$ cat src/rtl/dbg_mode_pkg.sv
package dbg_mode_pkg;

    localparam int SYNC_STAGES = 2;

    typedef enum logic {
        MODE_RUN   = 1'b0,
        MODE_DEBUG = 1'b1
    } mode_e;

    typedef struct packed {
        logic fetch_stall;
        logic halt_exit;
        logic wdt_refresh;
    } core_ctl_t;

    function automatic mode_e mode_after_reset(logic pin_low);
        return pin_low ? MODE_DEBUG : MODE_RUN;
    endfunction

    function automatic mode_e next_mode(mode_e cur, logic brk, logic leave);
        mode_e nxt;
        nxt = cur;
        if (cur == MODE_DEBUG) begin
            if (leave) nxt = MODE_RUN;
        end else if (brk) begin
            nxt = MODE_DEBUG;
        end
        return nxt;
    endfunction

endpackage

$ cat src/rtl/dbg_pin_sync.sv
module dbg_pin_sync #(
    parameter int STAGES = 2
) (
    input  logic clk,
    input  logic d_async,
    output logic q_sync
);
    logic [STAGES-1:0] chain;

    generate
        for (genvar i = 0; i < STAGES; i++) begin : g_stage
            if (i == 0) begin : g_first
                always_ff @(posedge clk) chain[0] <= d_async;
            end else begin : g_next
                always_ff @(posedge clk) chain[i] <= chain[i-1];
            end
        end
    endgenerate

    assign q_sync = chain[STAGES-1];
endmodule

$ cat src/rtl/dbg_mode_fsm.sv
module dbg_mode_fsm
    import dbg_mode_pkg::*;
(
    input  logic      clk,
    input  logic      rst,
    input  logic      pin_low,
    input  logic      brk_exec,
    input  logic      exit_cmd,
    input  logic      inject_req,
    input  logic      wdt_enable,
    input  logic      stop_mode,
    output mode_e     mode,
    output core_ctl_t ctl
);
    mode_e mode_q;
    mode_e mode_d;
    logic  wake_q;

    always_comb begin
        mode_d = next_mode(mode_q, brk_exec, exit_cmd);
    end

    always_ff @(posedge clk) begin
        if (rst) begin
            mode_q <= mode_after_reset(pin_low);
            wake_q <= pin_low;
        end else begin
            mode_q <= mode_d;
            wake_q <= (mode_q == MODE_RUN) && (mode_d == MODE_DEBUG);
        end
    end

    always_comb begin
        ctl.fetch_stall = (mode_q == MODE_DEBUG) && !inject_req;
        ctl.halt_exit   = wake_q;
        ctl.wdt_refresh = (mode_q == MODE_DEBUG) && wdt_enable && !stop_mode;
    end

    assign mode = mode_q;
endmodule

$ cat src/rtl/dbg_baud_gate.sv
module dbg_baud_gate (
    input  logic clk,
    input  logic rst,
    input  logic pin_n_sync,
    output logic baud_enable
);
    logic closed_q;
    logic pin_prev_q;
    logic pin_rise;

    assign pin_rise = pin_n_sync && !pin_prev_q;

    always_ff @(posedge clk) begin
        pin_prev_q <= pin_n_sync;
        if (rst) begin
            closed_q <= !pin_n_sync;
        end else if (closed_q && pin_rise) begin
            closed_q <= 1'b0;
        end
    end

    assign baud_enable = !closed_q;
endmodule

$ cat src/rtl/dbg_mode_ctrl.sv
module dbg_mode_ctrl
    import dbg_mode_pkg::*;
(
    input  logic clk,
    input  logic rst,
    input  logic dbg_pin_n,
    input  logic brk_exec,
    input  logic exit_cmd,
    input  logic inject_req,
    input  logic wdt_enable,
    input  logic stop_mode,
    output logic in_debug,
    output logic fetch_stall,
    output logic halt_exit,
    output logic wdt_refresh,
    output logic baud_enable
);
    logic      pin_n_s;
    mode_e     mode;
    core_ctl_t ctl;

    dbg_pin_sync #(.STAGES(SYNC_STAGES)) u_sync (
        .clk     (clk),
        .d_async (dbg_pin_n),
        .q_sync  (pin_n_s)
    );

    dbg_mode_fsm u_fsm (
        .clk        (clk),
        .rst        (rst),
        .pin_low    (!pin_n_s),
        .brk_exec   (brk_exec),
        .exit_cmd   (exit_cmd),
        .inject_req (inject_req),
        .wdt_enable (wdt_enable),
        .stop_mode  (stop_mode),
        .mode       (mode),
        .ctl        (ctl)
    );

    dbg_baud_gate u_gate (
        .clk         (clk),
        .rst         (rst),
        .pin_n_sync  (pin_n_s),
        .baud_enable (baud_enable)
    );

    assign in_debug    = (mode == MODE_DEBUG);
    assign fetch_stall = ctl.fetch_stall;
    assign halt_exit   = ctl.halt_exit;
    assign wdt_refresh = ctl.wdt_refresh;
endmodule

$ cat config.mk
export PLATFORM = sky130hd
export DESIGN_NAME = dbg_mode_ctrl
export DESIGN_NICKNAME = d
export VERILOG_FILES = /design/src/rtl/dbg_mode_pkg.sv /design/src/rtl/dbg_pin_sync.sv /design/src/rtl/dbg_mode_fsm.sv /design/src/rtl/dbg_baud_gate.sv /design/src/rtl/dbg_mode_ctrl.sv
export SDC_FILE = /design/constraint.sdc
export NUM_CORES = 1
export LEC_CHECK = 0
export ABC_AREA = 1
export BUFFER_PORTS_ARGS = -buffer_cell sky130_fd_sc_hd__buf_2
export CAP_MARGIN = 10
export CELL_PAD_IN_SITES_DETAIL_PLACEMENT = 1
export CELL_PAD_IN_SITES_GLOBAL_PLACEMENT = 1
export CORE_AREA = 2 2 39 41
export CTS_CLUSTER_DIAMETER = 200
export DETAILED_ROUTE_END_ITERATION = 7
export DIE_AREA = 0 0 41 43
export PLACE_DENSITY = 0.56
export SLEW_MARGIN = 30
export SYNTH_ARGS = -nofsm -noshare
export SYNTH_HDL_FRONTEND = slang
export SYNTH_SLANG_ARGS = --single-unit
$ cat constraint.sdc
create_clock -name clk -period 1 [get_ports clk]
set_input_delay 0.2 -clock clk [delete_from_list [all_inputs] [get_ports clk]]
set_output_delay 0.2 -clock clk [all_outputs]
set_load 0.03 [all_outputs]
* Yosys cells after proc, flatten, opt, wreduce, memory -nomap -nowiden
Cells that the tools add are included.
** Storage, ports and cells
- Output and inout bits :: 5
- Register bits :: 6
- Logic and storage cells :: 27
- Input bits :: 8
** Operators by class
- Reductions and logical operators :: 12
- Bitwise logic cells :: 1
- Muxes and demuxes :: 8
** Operators by type and width (count)
- 1-bit 2-to-1 mux :: 8
- 1-bit logical AND :: 6
- 1-bit logical NOT :: 5
- 2-bit nonzero test :: 1
- 1-bit NOT :: 1

* Depth between registers and ports, before layout
Gate-level depths: netlist (run 1).
- Depth after elaboration :: 5
- Depth in mapped cells :: 4
- Gate-level depth less buffers :: 4

* Hierarchy
A second synthesis (run 1) with hierarchy kept.
** Second synthesis, totals
- Cells, all modules :: 25
- Area total of the unflattened synthesis :: 220.2 sq um
** By module, submodules not included
- dbg_mode_fsm :: area an instance 102.6 sq um, instances 1, seq. area each 40.0 sq um, cells an instance 14
- dbg_baud_gate :: area an instance 73.8 sq um, instances 1, seq. area each 50.0 sq um, cells an instance 8
- dbg_pin_sync :: area an instance 40.0 sq um, instances 1, seq. area each 40.0 sq um, cells an instance 2
- dbg_mode_ctrl :: area an instance 3.8 sq um, instances 1, seq. area each 0.0 sq um, cells an instance 1

* Least setup slack after synthesis (run 1)
OpenSTA, ideal clock, no wires.
- Path type :: reg2out
- From :: reg u_fsm.mode_q (netlist: u_fsm.mode)
- To :: out fetch_stall
- Setup slack :: -0.246 ns
- Arrival :: 1.046 ns
- Required time :: 0.800 ns
- Path buffers :: 0
- Cell stages (with the launch flop) :: 3
- Path through :: dfxtp_1 inv_1 nor2_1
** Between the ends
- Word-level cells in the longest chain between the ends :: 1
** Ends and longest elaborated chain
- from (decl) :: line dbg_mode_fsm.sv:15 : mode_e mode_q;
- from (signal assigned) :: line dbg_mode_fsm.sv:25 : mode_q <= mode_after_reset(pin_low);
- from (signal assigned) :: line dbg_mode_fsm.sv:28 : mode_q <= mode_d;
- 1-bit logical AND :: line dbg_mode_fsm.sv:34 : ctl.fetch_stall = (mode_q == MODE_DEBUG) && !inject_req;
- to (decl) :: line dbg_mode_ctrl.sv:13 : output logic fetch_stall,
No other way between the ends.

* Worst setup path after layout (run 1)
- From :: reg u_fsm.mode_q (netlist: u_fsm.mode)
- To :: out wdt_refresh
** Between the ends
- Word-level cells in the longest chain between the ends :: 2
** Ends and longest elaborated chain
- 1-bit logical AND (2 in series) :: line dbg_mode_fsm.sv:36 : ctl.wdt_refresh = (mode_q == MODE_DEBUG) && wdt_enable && !stop_mode;
- to (decl) :: line dbg_mode_ctrl.sv:15 : output logic wdt_refresh,
No other way between the ends.

==> results list, run 1 <==
* Sink Count: 6
- Across the run, the number of max-cap violations was 0.
- The final hold violation count was 0.
* Setup Viol. Count Final: 4
- Unrepaired setup endpoints after global routing: true
- The multi-input combinational cells in the finished layout cover a total of 70.07 um2.
- The flow ran to the end, but the final reports show violations.
- Entering global routing, the biggest net connects 5 pins.
- In the final layout, the share of cells above drive strength 1 is 0.6250.
- Number of DRC violations after detailed-routing iteration 0: 0
* Total chip power: between 0.0006 and 0.0007 W
- In this run the deepest clock path goes through 2 buffers.
* Total clock buffers created by CTS: 3
- Vias: 198
* Post-CTS clock slew at the launch and capture registers of the worst setup and hold paths: 0.05 ns
- The worst-case IR drop observed on VDD is 0.4730 mV.
- Clock insertion delay at the later pin of the skew report: around 0.25 ns
* Static leakage: 0.1851 nW
* Type of the setup path with the least slack: reg2out
* Maximum level of the CTS H-tree: 1
* Global-route wire length before repair: slightly above 800 um
- Dividing the detail-routed via count by the number of cells gives 3.536.
- For the worst setup path, the data arrival time is 0.88 ns.
- Layout Nets: 49
* Crit path time final: 1.079 ns
* Combined flip-flop and latch cell area: 131.4 um2
- Setup slack on the critical path of the routed design comes to -0.07918 ns.
- Number of I/O pins: 13
* Cell Area, Synth: 202.7 um2
- Critical Path Max Stage Delay: 0.36 ns
* Horizontal die dimension: 41 um
* Detail-routed net length per standard cell: 8.393 um
* Mean area per synthesized cell: 8.813 um2
- Die Height: 43 um
* Distinct cell type count of the synthesized netlist: 8
- Counting every instance in the synthesized netlist gives 23.
- Total Neg Setup Slack: -0.1636 ns
- At the pin with the least slew margin, the transition time is roughly 0.16 ns.
* Sort of element at the end of the critical path: output pin
- Post-CTS Hold Buffers: 0
* Fill cell total of the finished layout: 175
* Post-Syn Nets: 31
* # DRC: 0
- Remaining antenna violation count: 0
* Starting density of the core: 0.1465
* Initial antenna violation count: 0
- The worst register-to-register path has a setup slack of 0.06 ns.
- The via count of the first global-routing pass was 223.
- Area of the core: approximately 1400 um2
- TritonCTS built the clock tree.
- Power Density: around 1800 nW/um2
- Total Routing Usage GR: 0.07646
- CP max-delay cell: sky130_fd_sc_hd__dfxtp_2
- Global routing finished with a remaining overflow of 0.
* Post-Place Cell Area: 299.0 um2
- Max-slew headroom: 0.8942
* Cells along the critical path: nand2_2, nor2_4, buf_6
* Sequential cell area fraction in the yosys report: 0.6420
- Summing all non-filler instances in the final layout gives an area of around 360 um2.
- Placed wire-length estimate after detailed placement: 383.5 um
* Crit path required time: 0.80 ns
- 0 antenna diodes ended up in the layout.
* Final Routed Wirelength: 470 um
- Buffer type at the clock tree root: sky130_fd_sc_hd__clkbuf_4
- The tightest hold path in the finished design has a slack of approximately 0.055 ns.
* Layout Area Growth over Synthesis: 75.93%
- Count of TritonRoute iterations in the first routing pass: 1
- In this run the worst path has a maximum fanout of 4.
* Max Clock Freq: 926.6 MHz
- Synth warn: 0
- Part of the cycle the worst path needs: 1.079
- The die covers 1763 um2.
- IO buf count: 12
* Clock tree skew after final layout: roughly 0.012 ns
- Startpoint type of the worst setup path: flop
- The checks that failed: setup timing.
* Worst hold-check path type: in2reg
* Number of storage elements in the synthesis netlist: 6
- Cell row count: 14
- The number of max-slew violations in the final report came to 0.
- Routability congestion estimate: 0.6048
## layer usage
| layer | vias up | part of all wire | track usage |
|---|---|---|---|
| met3 | 0 | 0.16 | 0.06283 |
| li1 | 101 | - | - |
| met4 | 0 | 0 | 0.08000 |
| met5 | - | 0 | 0 |
| met2 | 13 | 0.49 | 0.09688 |
| met1 | 84 | 0.35 | 0.06796 |
## final timing paths
check                        from         endpoint  cells past startpoint
setup / recovery       u_fsm.mode      wdt_refresh                      3
hold / removal          dbg_pin_n  u_sync.chain[0]                      1
setup reg to reg  u_gate.closed_q  u_gate.closed_q                      5
hold reg to reg   u_sync.chain[0]    u_sync.q_sync                      0
## cells in the mapped netlist
master | instances | area share
sky130_fd_sc_hd__dfxtp_1 | 5 | 0.49
sky130_fd_sc_hd__edfxtp_1 | 1 | 0.15
sky130_fd_sc_hd__inv_1 | 5 | 0.093
sky130_fd_sc_hd__inv_2 | 1 | 0.019
sky130_fd_sc_hd__nand2_1 | 5 | 0.093
sky130_fd_sc_hd__nand3_1 | 2 | 0.049
sky130_fd_sc_hd__nand3_2 | 1 | 0.049
sky130_fd_sc_hd__nor2_1 | 3 | 0.056
## flip-flops by register name (all words and copies together), names as in the netlist
name               cells
u_sync.q_sync          1
u_fsm.mode             1
u_gate.pin_prev_q      1
u_gate.closed_q        1
u_fsm.wake_q           1
u_sync.chain           1
## kinds of logic after synthesis
| group | count (synthesis) | synth area share |
|---|---|---|
| simple gates | 11 | 0.2469 |
| flops | 6 | 0.6420 |
| buf+inv | 6 | 0.1111 |
## critical path: cells and delay by family, from the launching register on
| family | cells | cell delay [ns] |
|---|---|---|
| simple gates | 2 | 0.15 |
| flops | 1 | 0.36 |
| buf+inv | 1 | 0.13 |
## per-stage QoR
stage          instances  setup WS (ns)  utilization
2_1_floorplan         23        0.04070            -
3_3_place_gp          51         0.1299       0.2161
3_5_place_dp          51         0.1210       0.2161
4_1_cts               56       -0.08620       0.2559
5_1_grt               56        -0.1333       0.2577
6_report              56       -0.07918       0.2577
## final cells by class
type / count / area share
Sequential cell: 6 / 0.3684
Inverter: 6 / 0.06316
Tap cell: 16 / 0.05614
Timing Repair Buffer: 13 / 0.2421
Multi-Input combinational cell: 11 / 0.1965
Clock buffer: 4 / 0.07368
## what timing repair did
action                     in CTS  in global routing
resized for setup               9                  1
buffers inserted                1                  0
setup endpoints to repair       3                  5
pin swaps                       0                  0
hold endpoints to repair        0                  0
## placed cells by master, fill, tap and decap left out, drive strengths merged
master   n
nand2    5
clkbuf   4
buf     13
edfxtp   1
nor2     3
inv      6
nand3    3
dfxtp    5
## power breakdown
group	switching, W	internal [W]
combinational	0.0000684	0.0000461
sequential	0.0000104	0.000265
clock	0.0000905	0.000151
Note: power is estimated with default switching activity, not from simulation.
==> run 2: changes to the inputs <==
--- a/config.mk
+++ b/config.mk
@@ -11,10 +11,11 @@
 export CELL_PAD_IN_SITES_DETAIL_PLACEMENT = 1
 export CELL_PAD_IN_SITES_GLOBAL_PLACEMENT = 1
 export CORE_AREA = 2 2 39 41
-export CTS_CLUSTER_DIAMETER = 200
+export CTS_CLUSTER_DIAMETER = 40
 export DETAILED_ROUTE_END_ITERATION = 7
 export DIE_AREA = 0 0 41 43
 export PLACE_DENSITY = 0.56
+export SETUP_SLACK_MARGIN = 0.2
 export SLEW_MARGIN = 30
 export SYNTH_ARGS = -nofsm -noshare
 export SYNTH_HDL_FRONTEND = slang
==> run 2 against run 1 <==
  * The flow still finishes with violations (setup timing)
  * Worst setup slack improved by 0.0015 ns
  * Clock-buffer cell count did not move
  * Final area increased by 7.7%
  * Total power rose by 2.6%
  * Register-to-register slack about the same
  * First-iteration DRC count did not move
  * Critical path depth did not move
  * Fmax rose by 0.14%
  * Global-route usage increased by 0.68 points
  * Critical endpoint unchanged
==> results list, run 2 (synthesized netlist as in run 1, its figures left out) <==
- Status: finished, violations left
* Failing checks: setup timing
- Post-Place Cell Area: 304.0 um2 (+1.7%)
- Buffer type at the clock tree root: sky130_fd_sc_hd__clkbuf_4
- The met2 capacity usage during global routing was 0.1063 (+0.009375).
- The clock transition time at the flip-flop clock pins of the worst setup and hold paths was 0.05 ns (about the same).
* Worst vdd rail ir drop: 0.3679 mV (-22%)
- The worst hold path belongs to the class in2reg.
- Routability congestion estimate: 0.5279 (-13%)
- The HPWL reported at the end of detailed placement came to 324.1 um (-15%).
- Via count of the first global-routing pass: 229 (+2.7%)
- The max-capacitance violation count was 0 (unchanged).
- The static leakage was 0.1948 nW (+5.3%).
- The core box area came to 1384 um2 (unchanged).
- The shortest clock period the worst path allows after layout is 1.078 ns (-0.001493 ns).
* Number of vias per cell: 3.643 (+3.0%)
- Count of TritonRoute iterations in the first routing pass: 1 (unchanged)
- Compared with the post-synthesis result, the final layout area differs by 89.51%.
- The post-detailed-route wirelength per cell is 8.125 um (-3.2%).
* Type of the setup path with the least slack: reg2out
- Setup repair after global routing could not meet its margin everywhere.
- The ratio of final minimum period to clock period is 1.078 (-0.001493).
* # DRC: 0 (unchanged)
* Starting density of the core: 0.1465 (unchanged)
- The final design area excluding fillers is 384.1 um2 (+7.7%).
- The number of buffers inserted for hold repair after clock tree synthesis came to 0 (unchanged).
* Die Outline Area: 1763 um2 (unchanged)
* Setup ws final: -0.07769 ns (+0.001493 ns)
- The number of standard cells in the final layout excluding fillers was 56 (unchanged).
* Max-slew headroom: 0.8948 (about the same)
* Number of I/O pins: 13 (unchanged)
* Most frequent standard cell in the layout excluding fill and tap cells: sky130_fd_sc_hd__buf_2
- Total Routing Usage GR: 0.08325 (+0.006791)
- The final hold violation count is 0 (unchanged).
* Max-slew violation total from the final report: 0 (unchanged)
* Startpoint type of the worst setup path: flop
* Most used cells in the layout excluding fill and tap cells: 8 x sky130_fd_sc_hd__buf_2, 5 x sky130_fd_sc_hd__buf_6
* Global-route wire length before repair: 869 um (+7.7%)
* Number of stages on the worst setup path: 3 (unchanged)
- Clock tree skew after final layout: 0.006180 ns (-0.005628 ns)
- The final setup violation count was 4 (unchanged).
- Cell depth of the worst min-delay path: 1 (unchanged)
- The number of nets with antenna violations after detailed routing is 0 (unchanged).
- Critical path data arrival time: 0.88 ns (about the same)
* Gr busiest metal: met4
* GR met1 Demand/Resource: 0.08013 (+0.01217)
- The total CTS buffers is 3 (unchanged).
- Cell row count: 14 (unchanged)
- The actual transition at the worst max-transition pin is 0.1590 ns (-0.0009142 ns).
- The share of final-layout standard cells stronger than drive strength 1 came to 0.7000 (+0.07500).
- Layout Nets: 49 (unchanged)
- The overall overflow remaining after global route is 0 (unchanged).
- The floorplan die width was 41 um (unchanged).
- The number of antenna violations at the first check in global routing is 0 (unchanged).
- Die Height: 43 um (unchanged)
- The met3 track utilization from global routing was 0.03141 (-0.03141).
- Power Density: 1689 nW/um2 (-4.7%)
- Cell family with the largest share of critical-path delay: flip-flops
- Sort of element at the end of the critical path: output pin
- The slowest stage of the critical path belongs to the cell sky130_fd_sc_hd__dfxtp_4.
- The number of H-tree levels is 1 (unchanged).
- Clock insertion delay at the later pin of the skew report: 0.25 ns (about the same)
- Maximum number of pins on one net before global-route repair: 5 (unchanged)
- The number of inserted diodes is 0 (unchanged).
- The maximum clock insertion buffer count is 2 (unchanged).
- The largest stage delay on the critical path is 0.37 ns (about the same).
- The DRC marker count from the first detailed-route iteration came to 0 (unchanged).
* CP max FO: 4 (unchanged)
- The number of port buffers is 12 (unchanged).
- The critical path goes through nand2_4, nor2_4, buf_6.
- The critical path data required time came to 0.80 ns (about the same).
* Final Routed Wirelength: 455 um (-3.2%)
* Instance count after placement with tap cells included: 51 (unchanged)
* Clock tree from TritonCTS: yes
* CP Buf/Inv Count: 1 (unchanged)
- The number of cells on the worst reg-to-reg path was 5 (unchanged).
- The final hold slack is 0.05873 ns (+0.003860 ns).
- Sink Count: 6 (unchanged)
- The fmax came to 927.9 MHz (+0.14%).
* Vias: 204 (+3.0%)
* Worst reg-to-reg setup slack: 0.06 ns (about the same)
==> run 2: cell types whose count changed in the layout (fill, tap and decap cells not counted) <==
cell | previous run | this run
sky130_fd_sc_hd__nor2_2 | 1 | 0
sky130_fd_sc_hd__dfxtp_1 | 4 | 2
sky130_fd_sc_hd__dfxtp_2 | 1 | 2
sky130_fd_sc_hd__buf_6 | 3 | 5
sky130_fd_sc_hd__nor2_4 | 2 | 3
sky130_fd_sc_hd__buf_2 | 9 | 8
sky130_fd_sc_hd__buf_4 | 1 | 0
sky130_fd_sc_hd__nand2_4 | 0 | 1
sky130_fd_sc_hd__dfxtp_4 | 0 | 1
sky130_fd_sc_hd__nand2_1 | 4 | 3
==> run 2: area by class of cell <==
cell class                      count  area, um2
Multi-Input combinational cell     11      82.58
Inverter                            6      22.52
Sequential cell                     6      136.4
Clock buffer                        4      26.28
Tap cell                           16      20.02
Timing Repair Buffer               13      96.34
Fill cell                         164      999.7
==> run 2: per-stage QoR <==
stage	setup TNS (ns)	setup WS [ns]	total power, W	util
floorplan	0	0.1154	0.0003407	-
CTS	-0.2374	-0.08818	0.0006609	0.2712
global placement	0	0.1236	0.0003764	0.2197
finish	-0.1950	-0.07769	0.0006487	0.2776
detailed placement	0	0.1217	0.0003772	0.2197
global route	-0.3403	-0.1149	0.0006975	0.2776
==> run 2: final timing paths <==
| check | from | to |
|---|---|---|
| setup / recovery | u_fsm.mode | wdt_refresh |
| hold / removal | dbg_pin_n | u_sync.chain[0] |
| setup reg to reg | u_gate.closed_q | u_gate.closed_q |
| hold reg to reg | u_sync.chain[0] | u_sync.q_sync |
==> run 2: repair_timing <==
item	4_1_cts	5_1_grt
setup endpoints to repair	6	8
gates resized for setup	13	3
buffers inserted	1	0
pin swaps	2	2
==> run 2: metal layers <==
| metal | vias to the layer above | share of wire |
|---|---|---|
| met5 | - | 0 |
| li1 | 100 | - |
| met3 | 5 | 0.059 |
| met2 | 8 | 0.51 |
| met1 | 91 | 0.34 |
| met4 | 0 | 0.084 |
==> run 2: where the power goes <==
| part | switching (W) | internal [W] | total (W) |
|---|---|---|---|
| registers | 0.0000127 | 0.000266 | 0.000279 |
| clock network | 0.0000924 | 0.000151 | 0.000244 |
| logic | 0.0000715 | 0.0000542 | 0.000126 |
==> run 2: worst reg2reg max path: stages, from the launching register on <==
cell                       delay [ns]
sky130_fd_sc_hd__edfxtp_1        0.34
sky130_fd_sc_hd__inv_2           0.05
sky130_fd_sc_hd__buf_6           0.11
sky130_fd_sc_hd__nor2_4          0.06
sky130_fd_sc_hd__nand2_1         0.05
sky130_fd_sc_hd__nand2_1         0.06
==> run 3: changes to the inputs <==
--- a/config.mk
+++ b/config.mk
@@ -6,7 +6,6 @@
 export NUM_CORES = 1
 export LEC_CHECK = 0
 export ABC_AREA = 1
-export BUFFER_PORTS_ARGS = -buffer_cell sky130_fd_sc_hd__buf_2
 export CAP_MARGIN = 10
 export CELL_PAD_IN_SITES_DETAIL_PLACEMENT = 1
 export CELL_PAD_IN_SITES_GLOBAL_PLACEMENT = 1
@@ -14,7 +13,8 @@
 export CTS_CLUSTER_DIAMETER = 40
 export DETAILED_ROUTE_END_ITERATION = 7
 export DIE_AREA = 0 0 41 43
-export PLACE_DENSITY = 0.56
+export DONT_BUFFER_PORTS = 1
+export PLACE_DENSITY = 0.44
 export SETUP_SLACK_MARGIN = 0.2
 export SLEW_MARGIN = 30
 export SYNTH_ARGS = -nofsm -noshare
==> run 3 against run 2 <==
  * The run still ends with setup timing left
  * Combinational power down 28%
  * Die area unchanged
  * Wire length down 5.5%
  * Critical endpoint unchanged
  * Clock power about the same
  * Worst setup slack worse by 0.053 ns
  * Register-to-register slack worse by 0.03 ns
==> results list, run 3 (synthesized netlist as in run 1, its figures left out) <==
- Gr busiest metal: met4
- Most used cells in the layout excluding fill and tap cells: 4 x sky130_fd_sc_hd__nand2_2, 3 x sky130_fd_sc_hd__inv_1, 3 x sky130_fd_sc_hd__nor2_4, 3 x sky130_fd_sc_hd__clkbuf_4, 3 x sky130_fd_sc_hd__buf_6
- The static leakage is 0.1607 nW (-18%).
- The endpoint identified for the worst register-to-register timing path is u_gate.closed_q.
- Maximum number of pins on one net before global-route repair: 5 (unchanged)
- The reg2reg setup slack came to 0.03 ns (-0.03 ns).
* Buffer type at the clock tree root: sky130_fd_sc_hd__clkbuf_4
- Layout Nets: 40 (-18%)
* Failing checks: setup timing
- The number of cells on the worst reg-to-reg path is 5 (unchanged).
* Utilization of the core after routing: 0.2577 (-0.01989)
- The number of antenna violations at the first check in global routing is 0 (unchanged).
* Clock tree from TritonCTS: yes
* Clock tree skew after final layout: 0.007637 ns (+0.001458 ns)
- The HPWL reported at the end of detailed placement is 309.8 um (-4.4%).
* CP max-delay cell: sky130_fd_sc_hd__dfxtp_4
- Endpoints failing hold: 0 (unchanged)
- The core box area was 1384 um2 (unchanged).
- Among cell families on the critical path, the largest total delay comes from flip-flops.
- The floorplan die width is 41 um (unchanged).
- The power density normalized to cell area came to 1765 nW/um2 (+4.5%).
- The critical path data required time is 0.80 ns (about the same).
* Layout Area Growth over Synthesis: 75.93%
- The count of standard-cell rows is 14 (unchanged).
* Most frequent standard cell in the layout excluding fill and tap cells: sky130_fd_sc_hd__nand2_2
- The via count of the first global-routing pass is 157 (-31%).
* Max-slew violation total from the final report: 0 (unchanged)
- Setup ws final: -0.1307 ns (-0.05299 ns)
* Starting density of the core: 0.1465 (unchanged)
- Status: finished, violations left
- Endpoint with the worst hold slack: u_fsm.mode
- The signal on the critical path passes through nand2_4, nor2_4.
* GRT Residual Overflow: 0 (unchanged)
- STA classifies the critical path startpoint as a flop.
- Worst flop-to-flop path startpoint: u_gate.closed_q
- The final setup violation count is 3 (-1).
* Remaining antenna violation count: 0 (unchanged)
* CP max FO: 4 (unchanged)
* Vias: 165 (-19%)
- IO buf count: 0 (-12)
* Clock insertion delay at the later pin of the skew report: 0.24 ns (about the same)
* Max-slew headroom: 0.8600 (-0.03479)
- Crit path time final: 1.131 ns (+0.05299 ns)
* Maximum count of clock buffers along a single path: 2 (unchanged)
- The met2 capacity usage during global routing was 0.06875 (-0.03750).
* Detail-routed net length per standard cell: 9.149 um (+13%)
* Total chip power: 0.0006295 W (-3.0%)
- Unrepaired setup endpoints after global routing: true
- The total CTS buffers was 3 (unchanged).
* Sort of element at the end of the critical path: output pin
* Part of the cycle the worst path needs: 1.131 (+0.05299)
* Worst hold-check path type: in2reg
- Worst Tran Pin Value: 0.2095 ns (+0.05059 ns)
- The startpoint identified for the worst hold timing path is brk_exec.
- Critical path data arrival time: 0.93 ns (+0.05 ns)
- The DRC marker count from the first detailed-route iteration is 0 (unchanged).
* Maximum level of the CTS H-tree: 1 (unchanged)
- The global placement routability congestion was 0.6629 (+26%).
* Die Height: 43 um (unchanged)
- The global-route wire length before repair is 607 um (-30%).
- The clock transition time at the flip-flop clock pins of the worst setup and hold paths was 0.05 ns (about the same).
- Antenna diode instance count: 0 (unchanged)
- The I/O pin count came to 13 (unchanged).
- The share of final-layout standard cells stronger than drive strength 1 was 0.7097 (+0.009677).
- The overall track demand over capacity in global routing is 0.05948 (-0.02377).
- Type of the setup path with the least slack: reg2out
- Worst vdd rail ir drop: 0.6104 mV (+66%)
- Met3 global-route usage: 0.02094 (-0.01047)
- Max_cap viols: 0 (unchanged)
- Critical Path Max Stage Delay: 0.43 ns (+0.06 ns)
* Final Routed Wirelength: 430 um (-5.5%)
* GR met1 Demand/Resource: 0.05863 (-0.02150)
- Sink Count: 6 (unchanged)
- Count of TritonRoute iterations in the first routing pass: 1 (unchanged)
- The via density per instance came to 3.511 (-3.6%).
- The worst hold path cell count came to 2 (+1).
- The remaining design rule violation count came to 0 (unchanged).
* Die Outline Area: 1763 um2 (unchanged)
- CP Buf/Inv Count: 0 (-1)
* Fill cell total of the finished layout: 154 (-6.1%)
- The fmax came to 884.4 MHz (-4.7%).
[run 3: cell count changes in the layout (fill, tap and decap cells not counted), moves of 2 or more]
| cell | before | now |
|---|---|---|
| sky130_fd_sc_hd__nand2_1 | 3 | 0 |
| sky130_fd_sc_hd__nand2_2 | 1 | 4 |
| sky130_fd_sc_hd__buf_2 | 8 | 0 |
| sky130_fd_sc_hd__buf_6 | 5 | 3 |
[run 3: area by class of cell]
type	instances	area, um2	share of cell area
Tap cell	16	20.02	0.05614
Multi-Input combinational cell	11	102.6	0.2877
Sequential cell	6	138.9	0.3895
Clock buffer	4	26.28	0.07368
Inverter	6	25.02	0.07018
Timing Repair Buffer	4	43.79	0.1228
[run 3: how the worst max path moves through the flow]
stage / from / endpoint / slack [ns] / cells past startpoint
detailed placement: u_fsm.mode / fetch_stall / 0.10 / 2
CTS: u_fsm.mode / fetch_stall / -0.15 / 2
finish: u_fsm.mode / wdt_refresh / -0.13 / 2
floorplan: u_gate.closed_q / u_gate.closed_q / 0.12 / 4
global route: u_fsm.mode / wdt_refresh / -0.16 / 2
global placement: u_fsm.mode / fetch_stall / 0.10 / 2
[run 3: metrics by stage]
stage	setup slack (ns)	hold slack, ns	std cells	cell area, um2	setup TNS, ns
3_5_place_dp	0.1008	0.2278	40	251.5	0
2_1_floorplan	0.1154	0.2277	23	224.0	0
4_1_cts	-0.1539	0.1027	47	322.8	-0.3240
6_report	-0.1307	0.1042	47	356.6	-0.2725
3_3_place_gp	0.1041	0.2278	40	251.5	0
5_1_grt	-0.1601	0.1008	47	356.6	-0.4068
[run 3: layer usage]
layer | part of all wire | routed length [um]
met1 | 0.31 | 134
met2 | 0.55 | 238
met3 | 0.10 | 43
met4 | 0.033 | 14
met5 | 0 | 0
[run 3: power by group]
part	leakage [nW]	internal (W)	switching (W)
clock network	0.0150	0.000151	0.0000902
registers	0.0534	0.000266	0.0000318
logic	0.0924	0.0000413	0.0000489
total	0.161	0.000459	0.000171
[run 3: what timing repair did]
item,4_1_cts,5_1_grt
hold buffers,1,0
setup endpoints to repair,6,9
gates resized for setup,7,10
pin swaps,2,4
buffers inserted,2,0
hold endpoints to repair,1,0
cloned,0,0
